## config.mk

```make
export PLATFORM = sky130hd
export DESIGN_NAME = mb_irq_flags
export DESIGN_NICKNAME = d
export VERILOG_FILES = /design/src/rtl/mbif_pkg.sv /design/src/rtl/mbif_mask_reg.sv /design/src/rtl/mbif_flag_bank.sv /design/src/rtl/mbif_irq_out.sv /design/src/rtl/mb_irq_flags.sv
export SDC_FILE = /design/constraint.sdc
export NUM_CORES = 1
export LEC_CHECK = 0
export BUFFER_PORTS_ARGS = -buffer_cell sky130_fd_sc_hd__buf_4
export CORE_MARGIN = 5
export CORE_UTILIZATION = 46
export DETAILED_ROUTE_END_ITERATION = 7
export MAX_ROUTING_LAYER = met4
export PLACE_DENSITY = 0.81
export SYNTH_ARGS = -nofsm -noshare
export SYNTH_HDL_FRONTEND = slang
export SYNTH_SLANG_ARGS = --single-unit
```

## constraint.sdc

```tcl
create_clock -name clk -period 1.95 [get_ports clk]
set_input_delay 0.39 -clock clk [delete_from_list [all_inputs] [get_ports clk]]
set_output_delay 0.39 -clock clk [all_outputs]
set_load 0.02 [all_outputs]
```

## src/rtl/mbif_pkg.sv

```systemverilog
package mbif_pkg;
  typedef enum logic [1:0] {
    SEL_MASK = 2'd0,
    SEL_FLAG = 2'd1,
    SEL_RSV2 = 2'd2,
    SEL_RSV3 = 2'd3
  } reg_sel_e;

  localparam int FIFO_REGION  = 8;  // low buffers taken over in FIFO mode
  localparam int FIFO_UNUSED  = 5;  // bits 0..4 idle in FIFO mode
  localparam int BIT_AVAIL    = 5;
  localparam int BIT_WARN     = 6;
  localparam int BIT_OVF      = 7;
endpackage

```

## src/rtl/mbif_mask_reg.sv

```systemverilog
module mbif_mask_reg #(
  parameter int NUM_BUF = 32
) (
  input  logic               clk,
  input  logic               rst_n,
  input  logic               wr_en,
  input  logic [NUM_BUF-1:0] wdata,
  output logic [NUM_BUF-1:0] mask_q
);
  always_ff @(posedge clk or negedge rst_n) begin
    if (!rst_n) mask_q <= '0;
    else if (wr_en) mask_q <= wdata;
  end

  // the mask moves only on its own write
  a_r5_mask_hold: assert property (@(posedge clk) disable iff (!rst_n)
    !wr_en |=> $stable(mask_q));
endmodule

```

## src/rtl/mbif_flag_bank.sv

```systemverilog
module mbif_flag_bank
  import mbif_pkg::*;
#(
  parameter int NUM_BUF = 32
) (
  input  logic               clk,
  input  logic               rst_n,
  input  logic               fifo_mode,
  input  logic [NUM_BUF-1:0] buf_done,
  input  logic               fifo_avail,
  input  logic               fifo_warn,
  input  logic               fifo_ovf,
  input  logic [NUM_BUF-1:0] clr_vec,
  output logic [NUM_BUF-1:0] set_vec,
  output logic [NUM_BUF-1:0] flag_q,
  output logic [NUM_BUF-1:0] flag_eff
);
  // Route a hardware event source onto a flag position for the current mode
  function automatic logic event_for(input int idx, input logic fm,
                                     input logic done, input logic avail,
                                     input logic warn, input logic ovf);
    if (!fm || idx >= FIFO_REGION) return done;
    if (idx == BIT_AVAIL) return avail;
    if (idx == BIT_WARN)  return warn;
    if (idx == BIT_OVF)   return ovf;
    return 1'b0;
  endfunction

  function automatic logic idle_bit(input int idx, input logic fm);
    return fm && (idx < FIFO_UNUSED);
  endfunction

  logic [NUM_BUF-1:0] kill_vec;

  for (genvar i = 0; i < NUM_BUF; i++) begin : g_flag
    assign set_vec[i]  = event_for(i, fifo_mode, buf_done[i],
                                   fifo_avail, fifo_warn, fifo_ovf);
    assign kill_vec[i] = idle_bit(i, fifo_mode);
    assign flag_eff[i] = flag_q[i] & ~kill_vec[i];

    always_ff @(posedge clk or negedge rst_n) begin
      if (!rst_n) flag_q[i] <= 1'b0;
      else flag_q[i] <= (set_vec[i] | (flag_q[i] & ~clr_vec[i])) & ~kill_vec[i];
    end
  end

  // an event on a bit always leaves it set, clear or not
  a_r4_set_wins: assert property (@(posedge clk) disable iff (!rst_n)
    (|set_vec) |=> ((flag_q & $past(set_vec)) == $past(set_vec)));

  // a clear with no competing event leaves the bit at 0
  a_r3_w1c: assert property (@(posedge clk) disable iff (!rst_n)
    (|(clr_vec & ~set_vec)) |=> ((flag_q & $past(clr_vec & ~set_vec)) == '0));

  // idle FIFO-mode bits are empty in storage after any FIFO-mode edge
  a_r9_idle_low: assert property (@(posedge clk) disable iff (!rst_n)
    fifo_mode |=> (flag_q[FIFO_UNUSED-1:0] == '0));
endmodule

```

## src/rtl/mbif_irq_out.sv

```systemverilog
module mbif_irq_out #(
  parameter int NUM_BUF = 32
) (
  input  logic               clk,
  input  logic               rst_n,
  input  logic [NUM_BUF-1:0] flag_eff,
  input  logic [NUM_BUF-1:0] mask_q,
  output logic               irq_pend,
  output logic               irq
);
  assign irq_pend = |(flag_eff & mask_q);

  always_ff @(posedge clk or negedge rst_n) begin
    if (!rst_n) irq <= 1'b0;
    else irq <= irq_pend;
  end
endmodule

```

## src/rtl/mb_irq_flags.sv

```systemverilog
module mb_irq_flags
  import mbif_pkg::*;
#(
  parameter int NUM_BUF = 32
) (
  input  logic               clk,
  input  logic               rst_n,
  input  logic               reg_wr,
  input  logic [1:0]         reg_addr,
  input  logic [NUM_BUF-1:0] reg_wdata,
  output logic [NUM_BUF-1:0] reg_rdata,
  input  logic [NUM_BUF-1:0] buf_done,
  input  logic               fifo_avail,
  input  logic               fifo_warn,
  input  logic               fifo_ovf,
  input  logic               fifo_mode,
  input  logic               abort_mode,
  input  logic [NUM_BUF-1:0] buf_is_tx,
  output logic [NUM_BUF-1:0] wr_block,
  output logic               irq
);
  localparam int LOW_W = FIFO_REGION;

  logic [NUM_BUF-1:0] mask_q, flag_q, flag_eff, set_vec, clr_vec;
  logic [NUM_BUF-1:0] fifo_area;
  logic               mask_wr, flag_wr, irq_pend;

  assign mask_wr = reg_wr && (reg_sel_e'(reg_addr) == SEL_MASK);
  assign flag_wr = reg_wr && (reg_sel_e'(reg_addr) == SEL_FLAG);
  assign clr_vec = flag_wr ? reg_wdata : '0;

  mbif_mask_reg #(.NUM_BUF(NUM_BUF)) u_mask (
    .clk(clk), .rst_n(rst_n), .wr_en(mask_wr), .wdata(reg_wdata), .mask_q(mask_q)
  );

  mbif_flag_bank #(.NUM_BUF(NUM_BUF)) u_flags (
    .clk(clk), .rst_n(rst_n), .fifo_mode(fifo_mode), .buf_done(buf_done),
    .fifo_avail(fifo_avail), .fifo_warn(fifo_warn), .fifo_ovf(fifo_ovf),
    .clr_vec(clr_vec), .set_vec(set_vec), .flag_q(flag_q), .flag_eff(flag_eff)
  );

  mbif_irq_out #(.NUM_BUF(NUM_BUF)) u_irq (
    .clk(clk), .rst_n(rst_n), .flag_eff(flag_eff), .mask_q(mask_q),
    .irq_pend(irq_pend), .irq(irq)
  );

  // Low region belongs to the FIFO while FIFO mode is on
  assign fifo_area = fifo_mode ? {{(NUM_BUF-LOW_W){1'b0}}, {LOW_W{1'b1}}} : '0;
  assign wr_block  = abort_mode ? (buf_is_tx & flag_eff & ~fifo_area) : '0;

  always_comb begin
    unique case (reg_sel_e'(reg_addr))
      SEL_MASK: reg_rdata = mask_q;
      SEL_FLAG: reg_rdata = flag_eff;
      default:  reg_rdata = '0;
    endcase
  end

  // the request follows the enabled-flag OR one cycle later
  a_r6_irq_rise: assert property (@(posedge clk) disable iff (!rst_n)
    irq_pend |=> irq);
  a_r6_irq_fall: assert property (@(posedge clk) disable iff (!rst_n)
    !irq_pend |=> !irq);

  // an inhibited buffer must hold a pending flag
  a_r7_block_pending: assert property (@(posedge clk) disable iff (!rst_n)
    (wr_block & ~flag_q) == '0);
endmodule

```

* Word level (Yosys, flattened, before mapping)
Cells that the tools add are included.
** Word-level totals
- Bits of input ports :: 106
- Output and inout bits :: 65
- Bits in registers :: 65
- Logic and storage cells :: 166
** Cells by class
- Reduce and logical (&&, ||, !) cells :: 4
- Bitwise logic cells :: 111
- Eq/ne operators :: 1
- Muxes and demuxes :: 16
** Operator list (number)
- $and A32 B32 Y32 :: 3
- $mux W32 :: 2
- $pmux W32 S2 :: 1
- $and A1 B1 Y1 :: 42
- $not A1 Y1 :: 33
- $not A8 Y32 :: 1
- $or A1 B1 Y1 :: 32
- $reduce_or A32 Y1 :: 1
- $mux W1 :: 12
- $mux W8 :: 1
- $eq A2 B1 Y1 const B :: 1
- $logic_and A1 B1 Y1 :: 2
- $logic_not A2 Y1 :: 1

* Logic depth before layout (Yosys ltp)
Gate-level depths: netlist (run 1).
- Depth after elaboration :: 7
- Gate-level depth with buffers :: 7
- Gate-level depth less buffers :: 4

* Hierarchy
From an unflattened synthesis (run 1), not the netlist that was laid out.
** Unflattened totals
- Cell total of the unflattened synthesis :: 401
- Area, all modules :: 4156.5 µm²
** By module, submodules not included
- mbif_flag_bank :: cells each 167, times used 1, sequential area each 800.8 µm², area an instance 1677.9 µm²
- mbif_mask_reg :: cells each 68, times used 1, sequential area each 800.8 µm², area an instance 1345.0 µm²
- mb_irq_flags :: cells each 144, times used 1, sequential area each 0.0 µm², area an instance 950.9 µm²
- mbif_irq_out :: cells each 22, times used 1, sequential area each 25.0 µm², area an instance 182.7 µm²

* Least setup slack after synthesis (run 1)
OpenSTA, ideal clock, no wires.
- Path kind :: input to output
- Start point :: input port fifo_mode
- End point :: output port reg_rdata[0]
- Stages on the path :: 4
- Required time :: 1.560 ns
- Path slack :: 0.283 ns
- Buffers on the path :: 2
- Arrival :: 1.277 ns
- Cell sequence :: clkbuf_1 -> clkbuf_1 -> nand3b_1 -> a21oi_1
** Between the ends
- Longest elaborated chain between the ends :: 3
** Ends and longest elaborated chain
- start, declared :: RTL line mb_irq_flags.sv:16 : input logic fifo_mode,
- $not A1 Y1 :: RTL line mbif_flag_bank.sv:39 : assign flag_eff[i] = flag_q[i] & ~kill_vec[i];
- $and A1 B1 Y1 :: RTL line mbif_flag_bank.sv:39
- $pmux W32 S2 :: RTL line mb_irq_flags.sv:52 : unique case (reg_sel_e'(reg_addr))
- end, declared :: RTL line mb_irq_flags.sv:11 : output logic [NUM_BUF-1:0] reg_rdata,
Every way passes these cells.

* Final worst setup path (run 1)
- Start point :: register u_mask.mask_q[22]
- End point :: register u_irq.irq
** Between the ends
- Longest elaborated chain between the ends :: 2
** Ends and longest elaborated chain
- start, declared :: RTL line mbif_mask_reg.sv:8 : output logic [NUM_BUF-1:0] mask_q
- start signal, assigned :: RTL line mbif_mask_reg.sv:12 : else if (wr_en) mask_q <= wdata;
- $and A32 B32 Y32 :: RTL line mbif_irq_out.sv:11 : assign irq_pend = |(flag_eff & mask_q);
- $reduce_or A32 Y1 :: RTL line mbif_irq_out.sv:11
- net irq_pend :: RTL line mb_irq_flags.sv:26 : logic mask_wr, flag_wr, irq_pend;
- end signal, assigned :: RTL line mbif_irq_out.sv:15 : else irq <= irq_pend;
- end, declared :: RTL line mbif_irq_out.sv:9 : output logic irq
The timed path passes the listed nets, and every way through them passes these cells.
A chain may end at the register's enable or synchronous reset.

==> summary.md, run 1 <==
| Metric | Value |
|---|---|
| Result of the run | finished, final reports clean |
| Port bufs | 170 |
| Floorplan die width | approximately 95 um |
| Synthesized area | 3340 sq um |
| Post-route DRC violation count | 0 |
| Net total in the final layout | 590 |
| Crit end category | flop |
| Growth of design area from synthesis to finish | 48.5% |
| Layout Cell Area excl Fill | 4960 sq um |
| Final clock period utilization by the worst path | 0.882 |
| Last weighted congestion value of the routability-driven placer | 0.851 |
| IR drop worst, VDD | approximately 0.00051 V |
| Number of rows in the core area | 31 |
| Diodes inserted | 0 |
| WS Path Type | reg2reg |
| CTS tree | built |
| Fin Clk Skew | 0.0119 ns |
| Power per cell area | 763 nW/um^2 |
| Inserted Clock Buffers | 9 |
| Vias after detailed routing | between 3000 and 4000 |
| Cell accounting for the most synthesized area | dfrtp_1 |
| Cells after synthesis | 312 |
| Max-slew violation count | 0 |
| Synthesized net count | 418 |
| Critical path launch point type | flop |
| Routed WL | 10300 um |
| Sum of net half-perimeters after detailed placement | slightly below 8000 um |
| Number of detailed-routing iterations run before antenna repair | 4 |
| Worst-Margin Slew | 0.414 ns |
| Total routing usage reported by global routing | 0.238 |
| First-pass GRT wire length | 16000 um |
| Vias per inst | 5.37 |
| Slew HR | 0.724 |
| Highest fanout seen on the critical path | 3 |
| Maximum number of pins on one net before global-route repair | 38 |
| Deepest level of the CTS H-tree | 3 |
| Maximum operating frequency | between 500 and 600 MHz |
| Dpl cell area | 4740 sq um |
| Cell types occupying the most area after synthesis | dfrtp_1 49%, mux2_2 10%, mux2i_1 8.1% |
| CP arrival | 1.92 ns |
| Number of DRC markers after the initial detailed-route iteration | around 120 |
| IO Count | 171 |
| Die height | 95.2 um |
| Flip-flop and latch count after synthesis | 65 |
| Root Driver | clkbuf_8 |
| Placeable core region | 7180 sq um |
| Fraction of synthesized cell area taken by the top area cell type | 0.487 |
| Share of final-layout standard cells stronger than drive strength 1 | 0.456 |
| Leakage power figure | 2.40 nW |
| Period minus WS final | around 1.7 ns |
| Sequential fraction of the synthesis area | 0.487 |
| Via count of the first global-routing pass | roughly 3300 |
| Number of hold violations in the final report | 0 |
| Wire length per cell | 17.5 um |
| # Max-Cap Violations | 0 |
| Number of warnings printed during yosys synthesis | 0 |
| Unique cell type count in the Yosys netlist | 27 |
| Total Neg Setup Slack | 0 ns |
| Final Setup Violations | 0 |
| Full die area | roughly 9100 sq um |
| Number of setup buffers added after CTS | 0 |
| Post-synthesis area per instance | between 10 and 15 sq um |
| Clock Tree Buf Depth | 2 |
| Clock sink count | between 60 and 70 |
| Residual antenna-violating net count after detailed routing | 0 |
| Initial Utilization | 0.465 |
| Number of antenna violations at the first check in global routing | 0 |
| Path category of the worst min-delay check | in2reg |
| RSZ-0062 raised after global routing | false |
| Required time worst endpoint | between 2 and 2.5 ns |
| Sum of overflow across all layers after global routing | 0 |
| Source-to-sink clock delay at the later pin of the worst-skew pair | 0.34 ns |
| Power, Total | 3.78 mW |
| Number of fillers in the final layout | around 570 |
| Post-CTS clock slew at the launch and capture registers of the worst setup and hold paths | 0.08 ns |
==> area by class of cell <==
type / count / area [sq um] / area share
Tap cell: 99 / 124 / 0.0250
Timing Repair Buffer: 180 / 1390 / 0.281
Clock buffer: 13 / 139 / 0.0280
Clock inverter: 3 / 65.1 / 0.0131
Multi-Input combinational cell: 228 / 1610 / 0.325
Sequential cell: 65 / 1630 / 0.328
==> report_power, final <==
part           internal (mW)  switching (mW)  total, mW
Combinational          0.507           0.430      0.936
Clock                  0.721           0.485       1.21
Sequential              1.50           0.135       1.64
==> synth_stat cells <==
cell type  number
a221oi_1        1
nand4_1         2
and3b_1         1
a221oi_2        1
or4_1           1
dfrtp_1        65
nor2b_1         4
a22o_1          2
a22oi_1         9
nand2b_1        5
a222oi_1        2
a21o_1         24
a21oi_1        11
a221o_1         3
and3_1         32
buf_4           3
buf_2           8
nand3_1         1
mux2_1          2
clkbuf_1        7
nand2_1        32
mux2_2         30
mux2i_1        27
nand3b_1        5
buf_6           1
nor2_1         32
nor3b_4         1
==> per-stage QoR <==
step / setup slack, ns / hold slack (ns) / cells / util
2_1_floorplan: 0.283 / 0.0944 / 312 / -
3_3_place_gp: 0.281 / 0.337 / 571 / 0.661
3_5_place_dp: 0.254 / 0.343 / 571 / 0.661
4_1_cts: 0.240 / 0.210 / 588 / 0.691
5_1_grt: 0.130 / 0.213 / 588 / 0.691
6_report: 0.230 / 0.223 / 588 / 0.691
==> per-layer routing <==
layer | track usage | vias up | wire length (um)
li1 | - | 1467 | -
met1 | 0.283 | 1546 | 4200
met2 | 0.402 | 130 | 5150
met3 | 0.0426 | 16 | 762
met4 | 0.0901 | 0 | 199
met5 | - | - | 0
==> path summary, 6_finish.rpt <==
check,slack [ns],end,start,depth (start not counted)
worst max-delay path,0.23,u_irq.irq$_DFF_PN0_,u_mask.mask_q[22]$_DFFE_PN0P_,4
worst min-delay path,0.22,u_flags.flag_eff[29]$_DFF_PN0_,buf_done[29],2
worst max register to register,0.23,u_irq.irq$_DFF_PN0_,u_mask.mask_q[22]$_DFFE_PN0P_,4
worst min register to register,0.52,u_mask.mask_q[23]$_DFFE_PN0P_,u_mask.mask_q[23]$_DFFE_PN0P_,1
max in group asynchronous,0.88,u_mask.mask_q[31]$_DFFE_PN0P_,rst_n,3
min in group asynchronous,0.51,u_flags.flag_eff[29]$_DFF_PN0_,rst_n,2
==> logic make-up (layout without fill, tap and decap cells) <==
kind of cell | after synthesis | count (layout) | share of synthesized area
muxes | 59 | 59 | 0.189
DFF | 65 | 65 | 0.487
and+or+nand+nor | 116 | 116 | 0.176
buffers and inverters | 19 | 196 | 0.0300
AOI/OAI and AO/OA | 53 | 53 | 0.118
==> sequential cells by signal, summed over array words and instances (netlist names) <==
| signal | flops |
|---|---|
| u_flags.flag_q | 5 |
| u_irq.irq | 1 |
| u_flags.flag_eff | 27 |
| u_mask.mask_q | 32 |
==> what timing repair did <==
item,4_1_cts,5_1_grt
hold buffers,1,0
endpoints found under the hold margin,28,0
gates resized for setup,0,0
==> worst max-delay path, stage by stage (launching register included) <==
cell and delay (ns):
dfrtp_1 0.40, a22o_1 0.24, a221oi_1 0.35, nand4_1 0.18, or4_1 0.41
==> cell usage in the layout (no fill, tap or decap), drive strengths merged, types with 3 or more instances in the layout <==
cell type  instances
a21o              24
a21oi             11
a221o              3
a22oi              9
and3              32
buf              179
clkbuf            13
dfrtp             65
mux2              32
mux2i             27
nand2             32
nand2b             5
nand3b             5
nor2              32
nor2b              4
Power figures use the tool's default switching activity.
==> run 2, diff against run 1 <==
--- a/config.mk
+++ b/config.mk
@@ -7,10 +7,11 @@
 export LEC_CHECK = 0
 export BUFFER_PORTS_ARGS = -buffer_cell sky130_fd_sc_hd__buf_4
 export CORE_MARGIN = 5
-export CORE_UTILIZATION = 46
+export CORE_UTILIZATION = 49
 export DETAILED_ROUTE_END_ITERATION = 7
 export MAX_ROUTING_LAYER = met4
 export PLACE_DENSITY = 0.81
 export SYNTH_ARGS = -nofsm -noshare
 export SYNTH_HDL_FRONTEND = slang
+export SYNTH_HIERARCHICAL = 1
 export SYNTH_SLANG_ARGS = --single-unit
==> summary.md, run 2 <==
| Metric | Value |
|---|---|
| Clock Tree Buf Depth | 2 (unchanged) |
| Post-synthesis area per instance | 10.9 sq um (+1.7%) |
| Max-slew violation count | 0 (unchanged) |
| Placed Cells | 608 (+6.5%) |
| Sum of net half-perimeters after detailed placement | 8510 um (+7.8%) |
| Number of DRC markers after the initial detailed-route iteration | 126 (+4.1%) |
| Full die area | 9510 sq um (+5.0%) |
| Routed WL | 10900 um (+5.5%) |
| Floorplan die width | 97.5 um (+2.5%) |
| Synthesized net count | 451 (+7.9%) |
| Final WS setup | 0.217 ns (-0.0130 ns) |
| Net total in the final layout | 624 (+5.8%) |
| Inserted Clock Buffers | 9 (unchanged) |
| Share of final-layout standard cells stronger than drive strength 1 | 0.447 (-0.00861) |
| Deepest level of the CTS H-tree | 3 (unchanged) |
| # Max-Cap Violations | 0 (unchanged) |
| Port bufs | 170 (unchanged) |
| Post-CTS clock slew at the launch and capture registers of the worst setup and hold paths | 0.07 ns (about the same) |
| Layout Cell Area excl Fill | 5280 sq um (+6.6%) |
| Placeable core region | 7610 sq um (+6.0%) |
| RSZ-0062 raised after global routing | false |
| Flip-flop count of the largest register after layout | 32 (unchanged) |
| Critical path launch point type | input port |
| Sequential cell area | 1630 sq um (unchanged) |
| Result of the run | finished, final reports clean |
| Number of cells in the finished layout apart from fillers | 625 (+6.3%) |
| Total Neg Setup Slack | 0 ns (unchanged) |
| Number of hold violations in the final report | 0 (unchanged) |
| Worst-Margin Slew | 0.416 ns (+0.00203 ns) |
| Wire length per cell | 17.4 um (-0.70%) |
| Post-route core utilization | 0.694 (+0.00356) |
| Required time worst endpoint | 1.56 ns (-0.59 ns) |
| Highest fanout seen on the critical path | 14 (+11) |
| Number of fillers in the final layout | 613 (+8.5%) |
| IR drop worst, VDD | 0.000323 V (-37%) |
| Cells after synthesis | 345 (+11%) |
| Power per cell area | 703 nW/um^2 (-7.8%) |
| IO Count | 171 (unchanged) |
| Synthesized area | 3750 sq um (+12%) |
| Most common cell after layout, fill and taps aside | buf_4 |
| Number of warnings printed during yosys synthesis | 6 (+6) |
| Total routing usage reported by global routing | 0.238 (about the same) |
| Root Driver | clkbuf_8 |
| Via count of the first global-routing pass | 3459 (+5.2%) |
| Number of antenna violations at the first check in global routing | 0 (unchanged) |
| Final Setup Violations | 0 (unchanged) |
| Multi-input gate area in the final layout | 1840 sq um (+14%) |
| Post-route DRC violation count | 0 (unchanged) |
| Worst slack, placed | 0.192 ns (-0.0623 ns) |
| Clock sink count | 65 (unchanged) |
| Diodes inserted | 0 (unchanged) |
| Source-to-sink clock delay at the later pin of the worst-skew pair | 0.33 ns (about the same) |
| Largest register by flop count | u_mask/mask_q |
| CTS tree | built |
| Final clock period utilization by the worst path | 0.889 (+0.00667) |
| Post-CTS resize count | 0 (unchanged) |
| First-pass GRT wire length | 17800 um (+11%) |
| Count of hold buffers inserted by post-cts repair | 1 (unchanged) |
| Period minus WS final | 1.73 ns (+0.0130 ns) |
| Die height | 97.5 um (+2.5%) |
| CP arrival | 1.34 ns (-0.58 ns) |
| Vias per inst | 5.12 (-4.7%) |
| Maximum number of pins on one net before global-route repair | 36 (-5.3%) |
| Residual antenna-violating net count after detailed routing | 0 (unchanged) |
| Crit end category | primary output |
| Path category of the worst min-delay check | in2reg |
| Leakage power figure | 2.68 nW (+12%) |
| Fin Clk Skew | 0.00548 ns (-0.00641 ns) |
| Most used cells in the layout excluding fill and tap cells | 178 x buf_4, 65 x dfrtp_1, 33 x mux2_4 |
| Number of setup buffers added after CTS | 0 (unchanged) |
| Initial Utilization | 0.494 (+0.0284) |
| Last weighted congestion value of the routability-driven placer | 0.830 (-2.6%) |
| Number of rows in the core area | 32 (+3.2%) |
| WS Path Type | in2out |
| Growth of design area from synthesis to finish | 40.7% |
| Slew HR | 0.723 (-0.00135) |
| Dpl cell area | 5090 sq um (+7.3%) |
| Number of detailed-routing iterations run before antenna repair | 4 (unchanged) |
| Sum of overflow across all layers after global routing | 0 (unchanged) |
| Maximum operating frequency | 577 MHz (-0.75%) |
| Vias after detailed routing | 3199 (+1.3%) |
==> run 2: final cells by class <==
type,count,area share
Clock buffer,11,0.0287
Multi-Input combinational cell,229,0.348
Timing Repair Buffer,181,0.262
Inverter,32,0.0227
Tap cell,102,0.0242
Sequential cell,65,0.308
Clock inverter,5,0.00568
==> run 2: through the flow <==
step / hold slack, ns / total power [mW]
2_1_floorplan: 0.0944 / 2.23
3_3_place_gp: 0.354 / 2.68
3_5_place_dp: 0.354 / 2.70
4_1_cts: 0.214 / 3.75
5_1_grt: 0.214 / 3.92
6_report: 0.228 / 3.71
==> run 2: critical path, cell delays in order <==
cell and delay [ns]:
buf_4 0.17, and2b_1 0.41, and3_1 0.23, buf_4 0.14
==> run 2: metal layers <==
layer,up-vias,part of all wire,track usage,routed length (um)
met5,-,0,-,0
met4,0,0.012,0.0692,129
met3,13,0.071,0.0510,769
li1,1519,-,-,-
met2,147,0.49,0.380,5360
met1,1520,0.42,0.307,4620
==> run 2: worst paths after layout <==
kind                                                  endpoint  slack [ns]  depth (start not counted)                           start
worst min-delay path            u_flags/flag_eff[19]$_DFF_PN0_        0.23                          2                    buf_done[19]
worst max-delay path                               wr_block[2]        0.22                          4                       fifo_mode
worst max register to register             u_irq/irq$_DFF_PN0_        0.41                          4     u_flags/flag_q[3]$_DFF_PN0_
min in group asynchronous       u_flags/flag_eff[13]$_DFF_PN0_        0.53                          2                           rst_n
worst min register to register  u_flags/flag_eff[20]$_DFF_PN0_        0.53                          1  u_flags/flag_eff[20]$_DFF_PN0_
max in group asynchronous        u_mask/mask_q[23]$_DFFE_PN0P_        0.88                          3                           rst_n
==> run 2: power breakdown <==
group | total [mW] | switching (mW) | internal (mW)
sequential | 1.64 | 0.137 | 1.50
combinational | 1.04 | 0.455 | 0.585
clock | 1.04 | 0.511 | 0.524
total | 3.71 | 1.10 | 2.61
==> run 3, diff against run 2 <==
--- a/config.mk
+++ b/config.mk
@@ -5,12 +5,12 @@
 export SDC_FILE = /design/constraint.sdc
 export NUM_CORES = 1
 export LEC_CHECK = 0
-export BUFFER_PORTS_ARGS = -buffer_cell sky130_fd_sc_hd__buf_4
 export CORE_MARGIN = 5
-export CORE_UTILIZATION = 49
+export CORE_UTILIZATION = 60
 export DETAILED_ROUTE_END_ITERATION = 7
+export DONT_BUFFER_PORTS = 1
 export MAX_ROUTING_LAYER = met4
-export PLACE_DENSITY = 0.81
+export PLACE_DENSITY = 0.76
 export SYNTH_ARGS = -nofsm -noshare
 export SYNTH_HDL_FRONTEND = slang
 export SYNTH_HIERARCHICAL = 1
==> summary.md, run 3 (same netlist as run 2, synthesis figures left out) <==
| Metric | Value |
|---|---|
| Number of cells on the worst hold path | 1 (-1) |
| Cell with the biggest individual delay on the critical path | dfrtp_1 |
| Result of the run | finished, final reports clean |
| Inserted Clock Buffers | 9 (unchanged) |
| Cell-by-cell trace of the critical path | nor2b_1, mux2i_1, nor2_1 |
| Period minus WS final | 1.76 ns (+0.0230 ns) |
| Worst-Margin Slew | 0.519 ns (+0.103 ns) |
| Share of final-layout standard cells stronger than drive strength 1 | 0.156 (-0.291) |
| Full die area | 7940 sq um (-17%) |
| Root Driver | clkbuf_8 |
| Die height | 89.1 um (-8.6%) |
| Leakage power figure | 1.81 nW (-32%) |
| Routed WL | 8940 um (-18%) |
| Placeable core region | 5990 sq um (-21%) |
| Most common cell after layout, fill and taps aside | dfrtp_1 |
| IR drop worst, VDD | 0.000498 V (+54%) |
| Wire length per cell | 21.2 um (+22%) |
| Total routing usage reported by global routing | 0.237 (-0.00120) |
| CP arrival | 1.37 ns (+0.03 ns) |
| Port bufs | 0 (-100%) |
| Initial Utilization | 0.627 (+0.133) |
| Maximum number of pins on one net before global-route repair | 66 (+83%) |
| Sum of overflow across all layers after global routing | 0 (unchanged) |
| Vias after detailed routing | 2504 (-22%) |
| First-pass GRT wire length | 13600 um (-23%) |
| Largest register by flop count | u_mask/mask_q |
| Highest fanout seen on the critical path | 3 (-11) |
| Path category of the worst min-delay check | in2reg |
| Total stage count of the critical path | 3 (-1) |
| Via count of the first global-routing pass | 2675 (-23%) |
| Number of hold violations in the final report | 0 (unchanged) |
| Setup slack, reg-to-reg | 0.33 ns (-0.08 ns) |
| Final clock period utilization by the worst path | 0.901 (+0.0118) |
| R2R cell count | 4 (unchanged) |
| Vias per inst | 5.95 (+16%) |
| Hold slack | 0.103 ns (-0.126 ns) |
| Total Neg Setup Slack | 0 ns (unchanged) |
| Diodes inserted | 0 (unchanged) |
| Final Setup Violations | 0 (unchanged) |
| Number of antenna violations at the first check in global routing | 0 (unchanged) |
| Sum of net half-perimeters after detailed placement | 6440 um (-24%) |
| Floorplan die width | 89.1 um (-8.6%) |
| Clock sink count | 65 (unchanged) |
| Largest stage delay, worst path | 0.34 ns (-0.07 ns) |
| Number of DRC markers after the initial detailed-route iteration | 67 (-47%) |
| Max-slew violation count | 0 (unchanged) |
| Deepest level of the CTS H-tree | 3 (unchanged) |
| Residual antenna-violating net count after detailed routing | 0 (unchanged) |
| Power per cell area | 871 nW/um^2 (+24%) |
| Slew HR | 0.654 (-0.0689) |
| Critical path buffers and inverters | 0 (-2) |
| CTS tree | built |
| Family of cells with the greatest summed delay on the critical path | simple AND/OR/NAND/NOR gates |
| # Max-Cap Violations | 0 (unchanged) |
| WS Path Type | reg2out |
| Clock Tree Buf Depth | 2 (unchanged) |
| Number of rows in the core area | 28 (-13%) |
| Net total in the final layout | 447 (-28%) |
| Growth of design area from synthesis to finish | 4.80% |
| Last weighted congestion value of the routability-driven placer | 0.796 (-4.1%) |
| Flip-flop count of the largest register after layout | 32 (unchanged) |
| Crit end category | primary output |
| Post-route DRC violation count | 0 (unchanged) |
| Fin Clk Skew | 0.00632 ns (+0.000840 ns) |
| Number of detailed-routing iterations run before antenna repair | 4 (unchanged) |
| Post-CTS clock slew at the launch and capture registers of the worst setup and hold paths | 0.07 ns (about the same) |
| Source-to-sink clock delay at the later pin of the worst-skew pair | 0.34 ns (about the same) |
| Most used cells in the layout excluding fill and tap cells | 65 x dfrtp_1, 33 x mux2_4 |
| Required time worst endpoint | 1.56 ns (about the same) |
| Maximum operating frequency | 569 MHz (-1.3%) |
| Critical path launch point type | flop |
| RSZ-0062 raised after global routing | false |
| IO Count | 171 (unchanged) |
run 3: changes by cell type in the layout (fill, tap and decap cells not counted):
cell	previous run	this run
clkbuf_8	11	10
clkinvlp_4	2	0
clkinv_2	3	2
clkbuf_1	0	3
buf_4	178	1
buf_12	2	1
buf_16	0	1
bufinv_16	0	1
run 3: path summary, 6_finish.rpt:
kind | startpoint | endpoint
min in group asynchronous | rst_n | u_flags/flag_q[0]$_DFF_PN0_
worst max register to register | u_flags/flag_q[1]$_DFF_PN0_ | u_irq/irq$_DFF_PN0_
worst max-delay path | u_flags/flag_q[3]$_DFF_PN0_ | reg_rdata[3]
worst min register to register | u_flags/flag_eff[11]$_DFF_PN0_ | u_flags/flag_eff[11]$_DFF_PN0_
worst min-delay path | fifo_mode | u_flags/flag_q[1]$_DFF_PN0_
max in group asynchronous | rst_n | u_mask/mask_q[10]$_DFFE_PN0P_
run 3: power by group:
| part | switching (mW) | total (mW) | internal, mW |
|---|---|---|---|
| clock network | 0.502 | 1.13 | 0.623 |
| registers | 0.133 | 1.64 | 1.50 |
| logic | 0.337 | 0.665 | 0.328 |
run 3: timing repair:
item | 4_1_cts | 5_1_grt
hold endpoints to repair | 65 | 0
hold buffers | 2 | 0
setup buffers | 0 | 0
gates resized for setup | 0 | 0
run 3: metrics by stage:
step,setup WS [ns],utilization,cells,power (mW),cell area (sq um)
6_report,0.194,0.657,421,3.43,3940
5_1_grt,0.131,0.657,421,3.58,3940
4_1_cts,0.210,0.657,421,3.46,3940
3_5_place_dp,0.307,0.619,403,2.30,3710
3_3_place_gp,0.305,0.619,403,2.28,3710
2_1_floorplan,0.284,-,345,2.23,3750
run 3: final cells by class:
cell class,count,area [sq um]
well taps,75,93.8
repair buffers,4,65.1
clock buffers,13,149
fillers,485,2060
clock inverters,3,40.0
flip-flops and latches,65,1630
inverters,32,120
multi-input cells,229,1840
run 3: per-layer routing:
metal,GRT usage,wire [um],share of wire
met3,0.0571,750,0.084
met5,-,0,0
met4,0.0920,155,0.017
met2,0.374,4350,0.49
met1,0.294,3680,0.41
